$ cat config.mk
export PLATFORM = sky130hd
export DESIGN_NAME = engine_csr_arbiter
export DESIGN_NICKNAME = d
export VERILOG_FILES = /design/src/rtl/csr_arb_pkg.sv /design/src/rtl/csr_arb_decode.sv /design/src/rtl/csr_arb_core.sv /design/src/rtl/csr_arb_regfile.sv /design/src/rtl/engine_csr_arbiter.sv
export SDC_FILE = /design/constraint.sdc
export NUM_CORES = 1
export LEC_CHECK = 0
export ABC_AREA = 0
export BUFFER_PORTS_ARGS = -buffer_cell sky130_fd_sc_hd__buf_4
export CORE_UTILIZATION = 25
export DETAILED_ROUTE_END_ITERATION = 8
export SLEW_MARGIN = 10
export SYNTH_ARGS = -nofsm -noshare
export SYNTH_HDL_FRONTEND = slang
export SYNTH_SLANG_ARGS = --single-unit
$ cat constraint.sdc
create_clock -name clk -period 2.4 [get_ports clk]
set_clock_uncertainty 0.2 [all_clocks]
set_input_delay 0.36 -clock clk [delete_from_list [all_inputs] [get_ports clk]]
set_output_delay 0.36 -clock clk [all_outputs]
set_load 0.05 [all_outputs]
$ cat src/rtl/csr_arb_pkg.sv
package csr_arb_pkg;

   // What an address inside the window selects
   typedef enum logic [1:0] {
      TGT_NONE = 2'd0,
      TGT_GEN  = 2'd1,
      TGT_STAT = 2'd2
   } csr_tgt_e;

endpackage

$ cat src/rtl/csr_arb_decode.sv
module csr_arb_decode
   import csr_arb_pkg::*;
#(
   parameter int ADDR_W     = 10,
   parameter int NUM_REGS   = 8,
   parameter int STATUS_OFS = 384,
   localparam int IDX_W     = $clog2(NUM_REGS),
   localparam int WORD_W    = ADDR_W - 2
) (
   input  logic [ADDR_W-1:0] addr,
   output csr_tgt_e          tgt,
   output logic [IDX_W-1:0]  idx
);

   localparam logic [ADDR_W-1:0] STAT_A = ADDR_W'(STATUS_OFS);
   localparam logic [WORD_W-1:0] NREG_W = WORD_W'(NUM_REGS);

   logic [WORD_W-1:0] word;

   assign word = addr[ADDR_W-1:2];
   assign idx  = word[IDX_W-1:0];

   always_comb begin
      if (addr == STAT_A)
         tgt = TGT_STAT;
      else if (addr[1:0] != 2'b00)
         tgt = TGT_NONE;
      else if (word < NREG_W)
         tgt = TGT_GEN;
      else
         tgt = TGT_NONE;
   end

endmodule

$ cat src/rtl/csr_arb_core.sv
module csr_arb_core
   import csr_arb_pkg::*;
(
   input  logic     clk,
   input  logic     rst_n,
   input  logic     host_req,
   input  logic     host_we,
   input  csr_tgt_e host_tgt,
   input  logic     eng_req,
   output logic     host_go,
   output logic     host_lost,
   output logic     host_rd,
   output logic     stat_flag,
   output logic     rvalid
);

   logic host_data;
   logic flag_q;
   logic rvalid_q;

   // Status reads are not data accesses: they never collide
   assign host_data = host_req && (host_tgt != TGT_STAT);
   assign host_lost = host_data && eng_req;
   assign host_go   = host_data && !eng_req;
   assign host_rd   = host_req && !host_we;

   always_ff @(posedge clk) begin
      if (!rst_n) begin
         flag_q   <= 1'b0;
         rvalid_q <= 1'b0;
      end else begin
         if (host_data)
            flag_q <= host_lost;
         rvalid_q <= host_rd;
      end
   end

   assign stat_flag = flag_q;
   assign rvalid    = rvalid_q;

endmodule

$ cat src/rtl/csr_arb_regfile.sv
module csr_arb_regfile #(
   parameter int DATA_W   = 32,
   parameter int NUM_REGS = 8,
   localparam int IDX_W   = $clog2(NUM_REGS)
) (
   input  logic              clk,
   input  logic              rst_n,
   input  logic              wr_en,
   input  logic [IDX_W-1:0]  wr_idx,
   input  logic [DATA_W-1:0] wr_data,
   input  logic [IDX_W-1:0]  rd_idx_a,
   output logic [DATA_W-1:0] rd_data_a,
   input  logic [IDX_W-1:0]  rd_idx_b,
   output logic [DATA_W-1:0] rd_data_b
);

   logic [NUM_REGS*DATA_W-1:0] flat;

   for (genvar i = 0; i < NUM_REGS; i++) begin : g_reg
      logic [DATA_W-1:0] q;
      always_ff @(posedge clk) begin
         if (!rst_n)
            q <= '0;
         else if (wr_en && (wr_idx == IDX_W'(i)))
            q <= wr_data;
      end
      assign flat[i*DATA_W +: DATA_W] = q;
   end

   always_comb begin
      rd_data_a = '0;
      rd_data_b = '0;
      for (int i = 0; i < NUM_REGS; i++) begin
         if (rd_idx_a == IDX_W'(i))
            rd_data_a = flat[i*DATA_W +: DATA_W];
         if (rd_idx_b == IDX_W'(i))
            rd_data_b = flat[i*DATA_W +: DATA_W];
      end
   end

endmodule

$ cat src/rtl/engine_csr_arbiter.sv
module engine_csr_arbiter
   import csr_arb_pkg::*;
#(
   parameter int DATA_W       = 32,
   parameter int WINDOW_BYTES = 1024,
   parameter int NUM_REGS     = 8,
   parameter int STATUS_OFS   = 384,
   localparam int ADDR_W      = $clog2(WINDOW_BYTES)
) (
   input  logic              clk,
   input  logic              rst_n,
   input  logic              host_req,
   input  logic              host_we,
   input  logic [ADDR_W-1:0] host_addr,
   input  logic [DATA_W-1:0] host_wdata,
   output logic [DATA_W-1:0] host_rdata,
   output logic              host_rvalid,
   input  logic              eng_req,
   input  logic              eng_we,
   input  logic [ADDR_W-1:0] eng_addr,
   input  logic [DATA_W-1:0] eng_wdata,
   output logic [DATA_W-1:0] eng_rdata
);

   localparam int IDX_W = $clog2(NUM_REGS);

   // Elaboration-time parameter checks
   if ((1 << ADDR_W) != WINDOW_BYTES) begin : g_bad_window
      $error("WINDOW_BYTES must be a power of two");
   end
   if ((STATUS_OFS % 4) != 0 || STATUS_OFS >= WINDOW_BYTES) begin : g_bad_status
      $error("STATUS_OFS must be word aligned and inside the window");
   end
   if (NUM_REGS < 2 || NUM_REGS * 4 > STATUS_OFS) begin : g_bad_regs
      $error("NUM_REGS must be at least 2 and stay below STATUS_OFS");
   end
   if (DATA_W < 2) begin : g_bad_width
      $error("DATA_W must be at least 2");
   end

   csr_tgt_e          host_tgt, eng_tgt;
   logic [IDX_W-1:0]  host_idx, eng_idx;
   logic              host_go, host_lost, host_rd;
   logic              stat_flag;
   logic              rvalid;
   logic [DATA_W-1:0] stat_word;
   logic [DATA_W-1:0] rf_host, rf_eng;
   logic              wr_en;
   logic [IDX_W-1:0]  wr_idx;
   logic [DATA_W-1:0] wr_data;
   logic [DATA_W-1:0] host_next;
   logic [DATA_W-1:0] host_rdata_q;

   csr_arb_decode #(
      .ADDR_W(ADDR_W), .NUM_REGS(NUM_REGS), .STATUS_OFS(STATUS_OFS)
   ) u_dec_host (
      .addr(host_addr), .tgt(host_tgt), .idx(host_idx)
   );

   csr_arb_decode #(
      .ADDR_W(ADDR_W), .NUM_REGS(NUM_REGS), .STATUS_OFS(STATUS_OFS)
   ) u_dec_eng (
      .addr(eng_addr), .tgt(eng_tgt), .idx(eng_idx)
   );

   csr_arb_core u_core (
      .clk       (clk),
      .rst_n     (rst_n),
      .host_req  (host_req),
      .host_we   (host_we),
      .host_tgt  (host_tgt),
      .eng_req   (eng_req),
      .host_go   (host_go),
      .host_lost (host_lost),
      .host_rd   (host_rd),
      .stat_flag (stat_flag),
      .rvalid    (rvalid)
   );

   // One writer per cycle: host_go already excludes any engine request
   always_comb begin
      wr_en   = 1'b0;
      wr_idx  = eng_idx;
      wr_data = eng_wdata;
      if (eng_req && eng_we && eng_tgt == TGT_GEN) begin
         wr_en = 1'b1;
      end else if (host_go && host_we && host_tgt == TGT_GEN) begin
         wr_en   = 1'b1;
         wr_idx  = host_idx;
         wr_data = host_wdata;
      end
   end

   csr_arb_regfile #(
      .DATA_W(DATA_W), .NUM_REGS(NUM_REGS)
   ) u_rf (
      .clk       (clk),
      .rst_n     (rst_n),
      .wr_en     (wr_en),
      .wr_idx    (wr_idx),
      .wr_data   (wr_data),
      .rd_idx_a  (host_idx),
      .rd_data_a (rf_host),
      .rd_idx_b  (eng_idx),
      .rd_data_b (rf_eng)
   );

   assign stat_word = {{(DATA_W-1){1'b0}}, stat_flag};

   always_comb begin
      case (host_tgt)
         TGT_STAT: host_next = stat_word;
         TGT_GEN:  host_next = rf_host;
         default:  host_next = '0;
      endcase
      if (host_lost)
         host_next = '0;
   end

   always_ff @(posedge clk) begin
      if (!rst_n)
         host_rdata_q <= '0;
      else if (host_rd)
         host_rdata_q <= host_next;
   end

   always_comb begin
      case (eng_tgt)
         TGT_STAT: eng_rdata = stat_word;
         TGT_GEN:  eng_rdata = rf_eng;
         default:  eng_rdata = '0;
      endcase
   end

   assign host_rdata  = host_rdata_q;
   assign host_rvalid = rvalid;

endmodule

* Word level (Yosys, flattened, before mapping)
Index checks and enable logic that the tools add are counted.
** Word-level totals
- Logic and storage cells :: 95
- Output and inout port bits :: 65
- Register bits :: 290
** Operators by class
- Order comparisons :: 2
- Reduce and logical (&&, ||, !) cells :: 23
- Eq/ne operators :: 28
- Multiplexer cells :: 31
** Operator list (number)
- 32-bit two-way mux :: 19
- 32-bit case mux with 2 select lines :: 2
- 3-bit == test, second input constant :: 12
- 10-bit by 9-bit == test with 1-bit output, second input constant :: 2
- 3-bit by 2-bit == test with 1-bit output, second input constant :: 6
- 1-bit logical AND :: 16
- 8-bit by 4-bit < comparator with 1-bit output, second input constant :: 2
- 3-bit by 1-bit == test with 1-bit output, second input constant :: 3
- 3-bit zero test :: 3
- 2-bit two-way mux :: 4
- 3-bit two-way mux :: 2
- 2-bit by 1-bit == test with 1-bit output, second input constant :: 2
- 2-bit == test, second input constant :: 2
- 1-bit two-way mux :: 4
- 2-bit nonzero test :: 2
- 1-bit zero test :: 2
- 2-bit != test, second input constant :: 1

* Longest topological paths before layout
Gate-level depths: netlist of the first run.
- Depth after elaboration :: 13
- Gate-level depth with buffers :: 8

* Modules after synthesis
A second synthesis of the first run with hierarchy kept.
** Second synthesis, totals
- Cell total of the unflattened synthesis :: 2019
- Area total of the unflattened synthesis :: 16831.1 sq um
** Modules (own cells, without submodules)
- csr_arb_regfile :: cells each 1766, times used 1, sequential area each 5124.9 sq um, area each 14460.1 sq um
- engine_csr_arbiter :: cells each 227, times used 1, sequential area each 640.6 sq um, area each 2153.3 sq um
- csr_arb_decode :: cells each 7, times used 2, sequential area each 0.0 sq um, area each 61.3 sq um
- csr_arb_core :: cells each 12, times used 1, sequential area each 40.0 sq um, area each 95.1 sq um

* Worst setup path before layout of the first run
Ideal clock, no wire load.
- Path type :: input to output
- Start point :: in eng_addr[3]
- End point :: out eng_rdata[15]
- Stages :: 6
- Data arrival time :: 3.978 ns
- Required time :: 1.840 ns
- Slack :: -2.138 ns
- Cell sequence :: buf_2 -> buf_2 -> clkbuf_1 -> clkbuf_1 -> o22ai_1 -> a2111oi_0
** Between the ends
- Longest elaborated chain between the ends :: 10
- Elaborated cells on any way between the ends :: 24
- Those cells by class :: order compare (1); eq/ne (10); mux (12); reduce/logical (1)
** RTL lines
- start, declared :: RTL line engine_csr_arbiter.sv:20 : input logic [ADDR_W-1:0] eng_addr,
- parallel branches: the longest is 9 deep, another holds 8-bit by 4-bit < comparator with 1-bit output
- 32-bit case mux with 2 select lines * :: RTL line engine_csr_arbiter.sv:128 : case (eng_tgt)
- end, declared :: RTL line engine_csr_arbiter.sv:22 : output logic [DATA_W-1:0] eng_rdata
Every way passes the cells marked *.

* Final worst setup path of the first run
- Start point :: in eng_addr[6]
- End point :: out eng_rdata[20]
** Between the ends
- Longest elaborated chain between the ends :: 6
- Elaborated cells on any way between the ends :: 8
- Those cells by class :: order compare (1); eq/ne (3); mux (4)
** RTL lines
- 8-bit by 4-bit < comparator with 1-bit output :: RTL line csr_arb_decode.sv:28 : else if (word < NREG_W)
- 1-bit two-way mux :: RTL line csr_arb_decode.sv:28
- 2-bit two-way mux :: RTL line csr_arb_decode.sv:26 : else if (addr[1:0] != 2'b00)
- 2-bit two-way mux * :: RTL line csr_arb_decode.sv:24 : if (addr == STAT_A)
- 2-bit by 1-bit == test with 1-bit output / 2-bit == test (equally long branches) :: RTL line engine_csr_arbiter.sv:128
- 32-bit case mux with 2 select lines * :: RTL line engine_csr_arbiter.sv:128
Every way passes the cells marked *; elsewhere a longest branch is shown, timed or not.

==> results.toml, run 1 <==
[outcome]
outcome = "finished, violations left"
failed_checks = "negative setup slack"

[worst_setup_path]
cp.required_ps = 1840
cp_top_family = "simple AND/OR/NAND/NOR gates"
crit_path_start_kind = "primary input"
worst-path-buf-inv = 3
cp_data_arrival_time_ps = 2120
endpoint_kind = "output port"
r2r_slack_ps = 720
cp_max_fo = 4
path_cells = "buf_6 -> or4_4 -> or3_4 -> buf_12 -> a221oi_4 -> buf_6"
reg2reg_from = "u_rf.g_reg[2].q[10]"
startpoint = "eng_addr[6]"
crit_slowest_cell = "or4_4"
crit_path_frequent_cell = "buf_6"
slowest_delay_ps = 530
crit_type = "in -> out"

[floorplanning]
die_h_um = 245.5
rows = 88
ios = 155
core_area_um2 = 58140
die_w_um = 245.5
initial_core_util = 0.2550
die_area_um2 = 60290

[sta]
whs_ps = 35.81
hold_viol_final = 0
rsz0062_at_grt = "yes"
max_clock_freq_mhz = 373.3
post-route-period-util = 1.116
setup_viol = 32
setup_ws_ps = -279.1
worst_pin_slew_ps = 1304
drv_slew = 0
max-slew-margin-rel = 0.1270
fin_crit_ps = 2679

[grt]
grt.overflow.total = 0
grt_pass1_vias = 14620
grt_antenna_before_repair = 1
grt_pass1_wl_mm = 90.11
grt_max_degree = 61
grt_util_all_layers = 0.1932

[logic_synthesis]
ys.flop_type = "dfxtp_1"
synth_area_um2 = 14830
ys_ff_latch = 290
yosys.cell_types.count = 56
async_flop_share = 0
synth-edff-count = 0
avgSynthCellArea_um2 = 8.237
yosys_warnings = 0
seq_area_frac_synth = 0.3916
syn-instance-count = 1800
synth_nets = 1890

[placement]
place_congestion = 0.9075
dp_worst_setup_slack_ps = -413.9
post-dp-hpwl_mm = 40.46
port_buffers = 154

[route]
vias_per_cell = 5.598
finalWirelength_mm = 59.88
vias = 15440
drc = 0
dr.first_iter.drc_count = 1393
wl_per_cell_um = 21.71
antenna_left = 0
drtPass1Iterations = 5

[pwr]
peakVddDrop_mv = 0.3761
power_density_nw_per_um2 = 583.6
p_leak_uw = 0.007759

[cts]
root_buffer = "clkbuf_16"
cts_tree = "yes"
cts_made_buffers = 34
clock-sinks = 290
cts_buffer_depth = 3
clock_latency_ps = 530
cts.htree.levels = 2
clkSlewWorstSetupHoldPaths_ps = 60

[layout]
post_route_cells_drive_above_1_share = 0.2775
diodes = 0
final_cell_mix = "dfxtp_1, nand3_1, o21ai_0"
final_common_cell = "dfxtp_1"
final_nets = 2059
fillers = 5861
syn2layout_area_growth_pct = 36.04

[job]
cap_violations = 0

[hold_path]
hold_path.class = "in -> reg"
hold_path_startpoint = "host_req"
routing by layer:
layer	wire, um	vias up	global-route usage
li1	-	7127	-
met1	26330	7496	0.2600
met5	0	-	0
met3	4483	109	0.03405
met4	1667	0	0.06832
met2	27390	706	0.3078
sequential cells by signal (all words and copies together) (netlist names):
name and flops:
u_rf.g.q 256, host_rdata 32, u_core.rvalid 1, u_core.stat_flag 1
synth_stat cells (all sizes together), types with 4 or more instances:
cell type  number  area share
inv             4      0.0010
and2           22      0.0093
nor4            9      0.0055
or3             4      0.0017
nor3b          23       0.012
o211a          36       0.024
o2bb2ai         4      0.0024
or2             4      0.0017
nor2           94       0.024
nand2          84       0.021
a22oi           5      0.0025
a21oi          37       0.012
buf            60       0.018
a31o           23       0.014
o211ai          6      0.0030
clkbuf        125       0.032
o221ai         25       0.015
mux4           17       0.026
mux2           68       0.052
o21ai         371        0.13
nand3         283       0.096
nor2b           4      0.0017
mux2i          35       0.024
dfxtp         290        0.39
o22ai          66       0.031
a221oi         30       0.018
a2111oi        29       0.017
nand2b          7      0.0030
stage by stage:
step | cell area, um2 | total power, uW | utilization | instances | TNS [ps]
2_1_floorplan | 15490 | 5554 | - | 1800 | -7300
3_3_place_gp | 18700 | 6169 | 0.3216 | 2694 | -51670
3_5_place_dp | 18700 | 6174 | 0.3216 | 2694 | -57140
4_1_cts | 20120 | 11830 | 0.3460 | 2757 | -7704
5_1_grt | 20170 | 12120 | 0.3470 | 2758 | -8607
6_report | 20170 | 11770 | 0.3470 | 2758 | -7217
kinds of logic (layout without fill, tap and decap cells):
group / after synthesis / count (layout) / synth area share
muxes: 120 / 120 / 0.1011
buffers and inverters: 191 / 384 / 0.05072
DFF: 290 / 290 / 0.3916
AOI/OAI and AO/OA: 653 / 653 / 0.2756
and+or+nand+nor: 546 / 546 / 0.1810
power by group:
| part | leakage (uW) | switching [uW] | internal (uW) | total, uW |
|---|---|---|---|---|
| sequential | 0.00234 | 2.29 | 4820 | 4820 |
| combinational | 0.00482 | 816 | 466 | 1280 |
| clock | 0.000606 | 2120 | 3550 | 5670 |
| total | 0.00776 | 2940 | 8830 | 11800 |
worst min-delay path, cell delays in order:
cell and delay, ps:
buf_4 130, nand2_1 70, mux2i_1 70, nor2_1 80
repair_timing:
item,CTS,global route
setup endpoints to repair,32,42
resized for setup,49,35
pin swaps,3,1
endpoints found under the hold margin,1,0
gates cloned,0,0
hold buffers,1,0
setup buffers,2,1
final timing paths:
kind	depth (start not counted)	end
setup / recovery	6	eng_rdata[20]
hold / removal	4	u_core.stat_flag
setup reg to reg	5	host_rdata[10]
hold reg to reg	2	host_rdata[24]
cell type report:
class	count	area, um2	share of cell area
Multi-Input combinational cell	1319	8985	0.4454
Tap cell	765	957.2	0.04745
Clock inverter	11	190.2	0.009429
Clock buffer	49	1039	0.05149
Timing Repair Buffer	318	3171	0.1572
Inverter	6	22.52	0.001117
Sequential cell	290	5807	0.2879
Note: power is estimated with default switching activity, not from simulation.
==> inputs of run 2 (changes only) <==
==> constraint.sdc (replaced) <==
create_clock -name clk -period 2.4 [get_ports clk]
set_clock_uncertainty 0.2 [all_clocks]
set_input_delay 0.36 -clock clk [delete_from_list [all_inputs] [get_ports clk]]
set_output_delay 0.36 -clock clk [all_outputs]
set_load 0.005 [all_outputs]
==> run 2 against run 1 <==
The run still ends with negative setup slack left. Non-clock buffer count increased by 11. Sequential power about the same. Utilization decreased by 0.87 points. Critical endpoint is now eng_rdata[25]. Largest power group unchanged. Highest routed layer unchanged.
==> results.toml, run 2 (same netlist as run 1, synthesis figures left out) <==
[route]
dr.first_iter.drc_count = 1369
wl_per_cell_um = 21.44
wl_met2_mm = 27.18
finalWirelength_mm = 59.40
m1WireLength_mm = 25.64
vias = 15350
drtPass1Iterations = 6
dr_wl_met3_mm = 4.674
vias_per_cell = 5.541
top_layer_used = "met4"
antenna_left = 0
drc = 0

[outcome]
failed_checks = "negative setup slack"
outcome = "finished, violations left"

[placement]
dp.cells = 2706
post-dp-hpwl_mm = 40.77
dp_worst_setup_slack_ps = -401.2
port_buffers = 154
place_congestion = 0.8831

[cts]
cts_tree = "yes"
cts_buffer_depth = 3
cts.htree.levels = 2
root_buffer = "clkbuf_16"
clkSlewWorstSetupHoldPaths_ps = 50
cts_made_buffers = 34
clock_latency_ps = 540
clock-sinks = 290

[layout]
post_route_cells_drive_above_1_share = 0.2774
final_nets = 2070
finalNonFillerCells = 2770
largest_reg_flops = 256
final_common_cell = "dfxtp_1"
fillers = 5933
syn2layout_area_growth_pct = 32.64
regMostFlops = "u_rf.g.q"
final_cell_mix = "dfxtp_1, nand3_1, buf_4"

[sta]
fin_crit_ps = 2564
max_clock_freq_mhz = 390.0
setup_ws_ps = -164.3
rsz0062_at_grt = "yes"
setup_viol = 31
max-slew-margin-rel = 0.5977
drv_slew = 0
worst_pin_slew_ps = 603.5
whs_ps = 86.90
hold_viol_final = 0
post-route-period-util = 1.068

[hold_path]
hold_path.class = "in -> reg"

[pwr]
p_leak_uw = 0.007644
pwr-share-comb = 0.110
p_clk_frac = 0.463
p_sw_frac = 0.2588
power_density_nw_per_um2 = 573.6
p_switching_uw = 2919
peakVddDrop_mv = 0.3727
internal-power_uw = 8361
pwr-share-seq = 0.427

[worst_setup_path]
cp_data_arrival_time_ps = 2000
endpoint_kind = "output port"
crit_path_start_kind = "primary input"
cp.required_ps = 1840
slowest_delay_ps = 540
crit_type = "in -> out"
cp_max_fo = 12
cp_top_family = "simple AND/OR/NAND/NOR gates"
crit_slowest_cell = "or4_4"
crit_path_frequent_cell = "buf_6"
path_cells = "buf_6 -> or4_4 -> or3_4 -> buf_12 -> buf_6 -> a221oi_2 -> buf_4"
worst-path-buf-inv = 4

[floorplanning]
initial_core_util = 0.2550
die_area_um2 = 60290
ios = 155
die_w_um = 245.5
die_h_um = 245.5
rows = 88
core_area_um2 = 58140

[grt]
grt_pass1_wl_mm = 89.18
grt_pass1_vias = 14540
grt_max_degree = 57
grt.overflow.total = 0
grt_antenna_before_repair = 1
grt_util_all_layers = 0.1921

[job]
cap_violations = 0
run 2: cell count changes in the layout (fill, tap and decap cells not counted), sizes merged:
| cell | delta |
|---|---|
| buf | +10 |
| clkinvlp | +1 |
| bufinv | -3 |
| inv | -1 |
| dlygate4sd3 | +1 |
| clkinv | +6 |
| clkbuf | -3 |
| diode | +1 |
run 2: power groups by stage:
stage / Combinational [uW] / Clock [uW] / Sequential [uW]
2_1_floorplan: 558 / 0 / 4920
3_3_place_gp: 1170 / 0 / 4930
3_5_place_dp: 1180 / 0 / 4930
4_1_cts: 1220 / 5300 / 4820
5_1_grt: 1310 / 5480 / 4820
6_report: 1240 / 5220 / 4820
run 2: layer usage:
metal | GRT usage | up-vias
li1 | - | 7162
met1 | 0.2538 | 7339
met2 | 0.3065 | 731
met3 | 0.03503 | 116
met4 | 0.07746 | 0
met5 | 0 | -
run 2: what timing repair did:
action	CTS	global route
buffers inserted	0	1
resized for setup	69	24
hold buffers	2	0
setup endpoints to repair	32	278
pin swaps	2	5
hold endpoints to repair	1	0
run 2: stage by stage:
stage / instance area [um2] / setup TNS, ps / util / total power, uW
6_report: 19670 / -2752 / 0.3383 / 11280
5_1_grt: 19670 / -4416 / 0.3383 / 11610
4_1_cts: 19620 / -2535 / 0.3375 / 11340
3_5_place_dp: 18270 / -47710 / 0.3143 / 6104
3_3_place_gp: 18270 / -51380 / 0.3143 / 6097
2_1_floorplan: 14940 / 0 / - / 5483
run 2: worst paths after layout:
kind	from	slack, ps	cells after the start	to
worst min-delay path	rst_n	90	3	u_rf.g_reg[6].q[30]
worst max register to register	u_rf.g_reg[2].q[11]	710	5	host_rdata[11]
worst min register to register	host_rdata[24]	270	2	host_rdata[24]
worst max-delay path	eng_addr[1]	-160	7	eng_rdata[25]
run 2: area by class of cell:
class / instances / area, um2 / share of cell area
clock inverter: 14 / 132.6 / 0.006744
tap: 765 / 957.2 / 0.04867
timing repair buffer: 329 / 3082 / 0.1567
clock buffer: 46 / 977.2 / 0.04969
inverter: 6 / 22.52 / 0.001145
sequential: 290 / 5816 / 0.2957
antenna: 1 / 2.502 / 0.0001272
multi-input combinational: 1319 / 8677 / 0.4412
run 2: tightest hold or removal path, stage by stage:
cell and delay, ps:
buf_8 210, nand3_1 130, o21ai_1 50
==> inputs of run 3 (changes only) <==
--- a/config.mk
+++ b/config.mk
@@ -5,7 +5,7 @@
 export SDC_FILE = /design/constraint.sdc
 export NUM_CORES = 1
 export LEC_CHECK = 0
-export ABC_AREA = 0
+export ABC_AREA = 1
 export BUFFER_PORTS_ARGS = -buffer_cell sky130_fd_sc_hd__buf_4
 export CORE_UTILIZATION = 25
 export DETAILED_ROUTE_END_ITERATION = 8
==> run 3 against run 2 <==
Critical path type unchanged. Clock-buffer cell count shrank 4. Largest power group unchanged. Largest cell class unchanged. Register-to-register slack gained 110 ps. Fmax grew 7.1%. Cell area grew 6.2%. Cell count grew 27%. Sequential power is essentially flat. Hold slack lost 66 ps. Total power is essentially flat. Die area grew 4.7%. Synthesized cell count grew 39%. Non-clock buffer count grew 11. Sequential share of layout area shrank 1.7 points. The flow now finishes without violations.
==> results.toml, run 3 <==
[route]
vias = 16940
vias_per_cell = 4.828
antenna_left = 0
drtPass1Iterations = 5
wl_per_cell_um = 17.10
dr.first_iter.drc_count = 1274
finalWirelength_mm = 59.97
drc = 0

[layout]
syn2layout_area_growth_pct = 34.48
final_cell_mix = "nor2_1, nand2_1, dfxtp_1"
finalNonFillerCells = 3508
final_common_cell = "nor2_1"
final_nets = 2792
diodes = 0
regMostFlops = "u_rf.g.q"
largest_reg_flops = 256
post_route_cells_drive_above_1_share = 0.2036

[grt]
grt_util_all_layers = 0.1839
grt_pass1_vias = 16100
grt_pass1_wl_mm = 91.07
grt_max_degree = 82
grt_antenna_before_repair = 0
grt.overflow.total = 0

[logic_synthesis]
avgSynthCellArea_um2 = 6.205
yosys.cell_types.count = 34
synth-edff-count = 0
ys_ff_latch = 290
syn-instance-count = 2503
synth_top_area_frac = 0.3738
ys.flop_type = "dfxtp_1"
synth_nets = 2593
async_flop_share = 0
seq_area_frac_synth = 0.3738
synth_compound_area_frac = 0.1427
yosys_warnings = 0
synth_top_family_by_area = "simple AND/OR/NAND/NOR gates"
muxShareOfSynthArea = 0
synthSimpleGateAreaFrac = 0.3958
synthTopCellsByArea = "dfxtp_1, nor2_1, nand2_1"
synth_area_um2 = 15530
yosysMostFrequentCell = "nor2_1"
synth_adder_area_share = 0
synth_commonest_cells = "nor2_1, nand2_1, dfxtp_1, a21oi_1, nand3_1"
synth_top_area_cell = "dfxtp_1"
synth-xor-area-share = 0

[sta]
hold_viol_final = 0
max_clock_freq_mhz = 417.6
fin_crit_ps = 2394
drv_slew = 0
max-slew-margin-rel = 0.6905
rsz0062_at_grt = "yes"
setup_viol = 0
worst_pin_slew_ps = 464.3
setup_ws_ps = 5.539
post-route-period-util = 0.9977

[worst_setup_path]
crit_type = "in -> out"
endpoint_kind = "output port"
cp_max_fo = 6
cp_data_arrival_time_ps = 1830
crit_path_start_kind = "primary input"
cp.required_ps = 1840

[floorplanning]
ios = 155
die_w_um = 251.2
initial_core_util = 0.2554
die_h_um = 251.2
die_area_um2 = 63120
rows = 90
core_area_um2 = 60810

[cts]
clkSlewWorstSetupHoldPaths_ps = 60
cts_made_buffers = 30
clock_latency_ps = 590
cts.htree.levels = 1
cts_tree = "yes"
root_buffer = "clkbuf_16"
clock-sinks = 290
cts_buffer_depth = 3

[job]
cap_violations = 0

[placement]
dp.cells = 3425
port_buffers = 154
post-dp-hpwl_mm = 41.09
place_congestion = 0.8604
dp_worst_setup_slack_ps = -374.5

[pwr]
p_leak_uw = 0.008483
peakVddDrop_mv = 0.5288
power_density_nw_per_um2 = 540.4

[outcome]
outcome = "complete, no violations"

[hold_path]
hold_path.class = "in -> reg"
[run 3: changes by cell type after synthesis, sizes merged, moves of 59 or more]
cell | previous run | this run
nor2 | 94 | 635
nand2 | 84 | 597
o21ai | 371 | 53
a21oi | 37 | 257
inv | 4 | 150
mux2 | 68 | 0
nand3 | 283 | 217
clkbuf | 125 | 66
[run 3: per-stage QoR]
step	power [uW]	utilization	area [um2]	TNS (ps)	hold slack (ps)
6_report	11290	0.3435	20890	0	20.59
5_1_grt	11640	0.3435	20890	-206.4	34.62
4_1_cts	11300	0.3355	20400	-51.79	8.887
3_5_place_dp	6065	0.3116	18950	-52710	260.2
3_3_place_gp	6065	0.3116	18950	-44100	256.8
2_1_floorplan	5440	-	15530	0	251.6
[run 3: cells by family after synthesis]
| group | after synthesis |
|---|---|
| DFF | 290 |
| buffers and inverters | 327 |
| and+or+nand+nor | 1507 |
| AOI/OAI and AO/OA | 379 |
[run 3: final timing paths]
check,cells after the start,to,slack [ps],startpoint
max,11,eng_rdata[0],6,eng_addr[3]
min,3,u_rf.g_reg[0].q[3],20,rst_n
max reg2reg,8,host_rdata[13],820,u_rf.g_reg[0].q[13]
min reg2reg,2,host_rdata[13],260,host_rdata[13]
[run 3: repair_timing]
action                                 in CTS  in global routing
cloned                                      4                  3
endpoints found under the hold margin       3                  0
gates resized for setup                    48                 97
setup endpoints to repair                  32                 37
setup buffers                               5                 13
hold buffers                                3                  0
pin swaps                                  13                 40
[run 3: where the power goes]
group,switching [uW],total [uW],internal [uW]
Combinational,737,1240,500
Clock,2100,5230,3140
Sequential,2.62,4820,4810
Total,2840,11300,8450
[run 3: layout make-up]
cell class	instances	area, um2
Clock buffer	42	897.1
Clock inverter	14	205.2
Fill cell	6539	39920
Inverter	154	599.3
Multi-Input combinational cell	1886	8732
Sequential cell	290	5829
Tap cell	782	978.4
Timing Repair Buffer	340	3643
[run 3: critical path, cell delays in order]
cell	delay [ps]
buf_12	110
buf_12	120
nor3_4	170
buf_6	160
clkinvlp_4	210
buf_6	200
o21ai_2	120
nand2_1	80
nand2_1	90
o31ai_2	60
buf_4	130
[run 3: metal layers]
metal / up-vias / global-route usage / wire (um)
met4: 0 / 0.06429 / 2094
met5: - / 0 / 0
met3: 126 / 0.02143 / 3044
met2: 463 / 0.3395 / 30750
met1: 7892 / 0.2174 / 24090
li1: 8456 / - / -
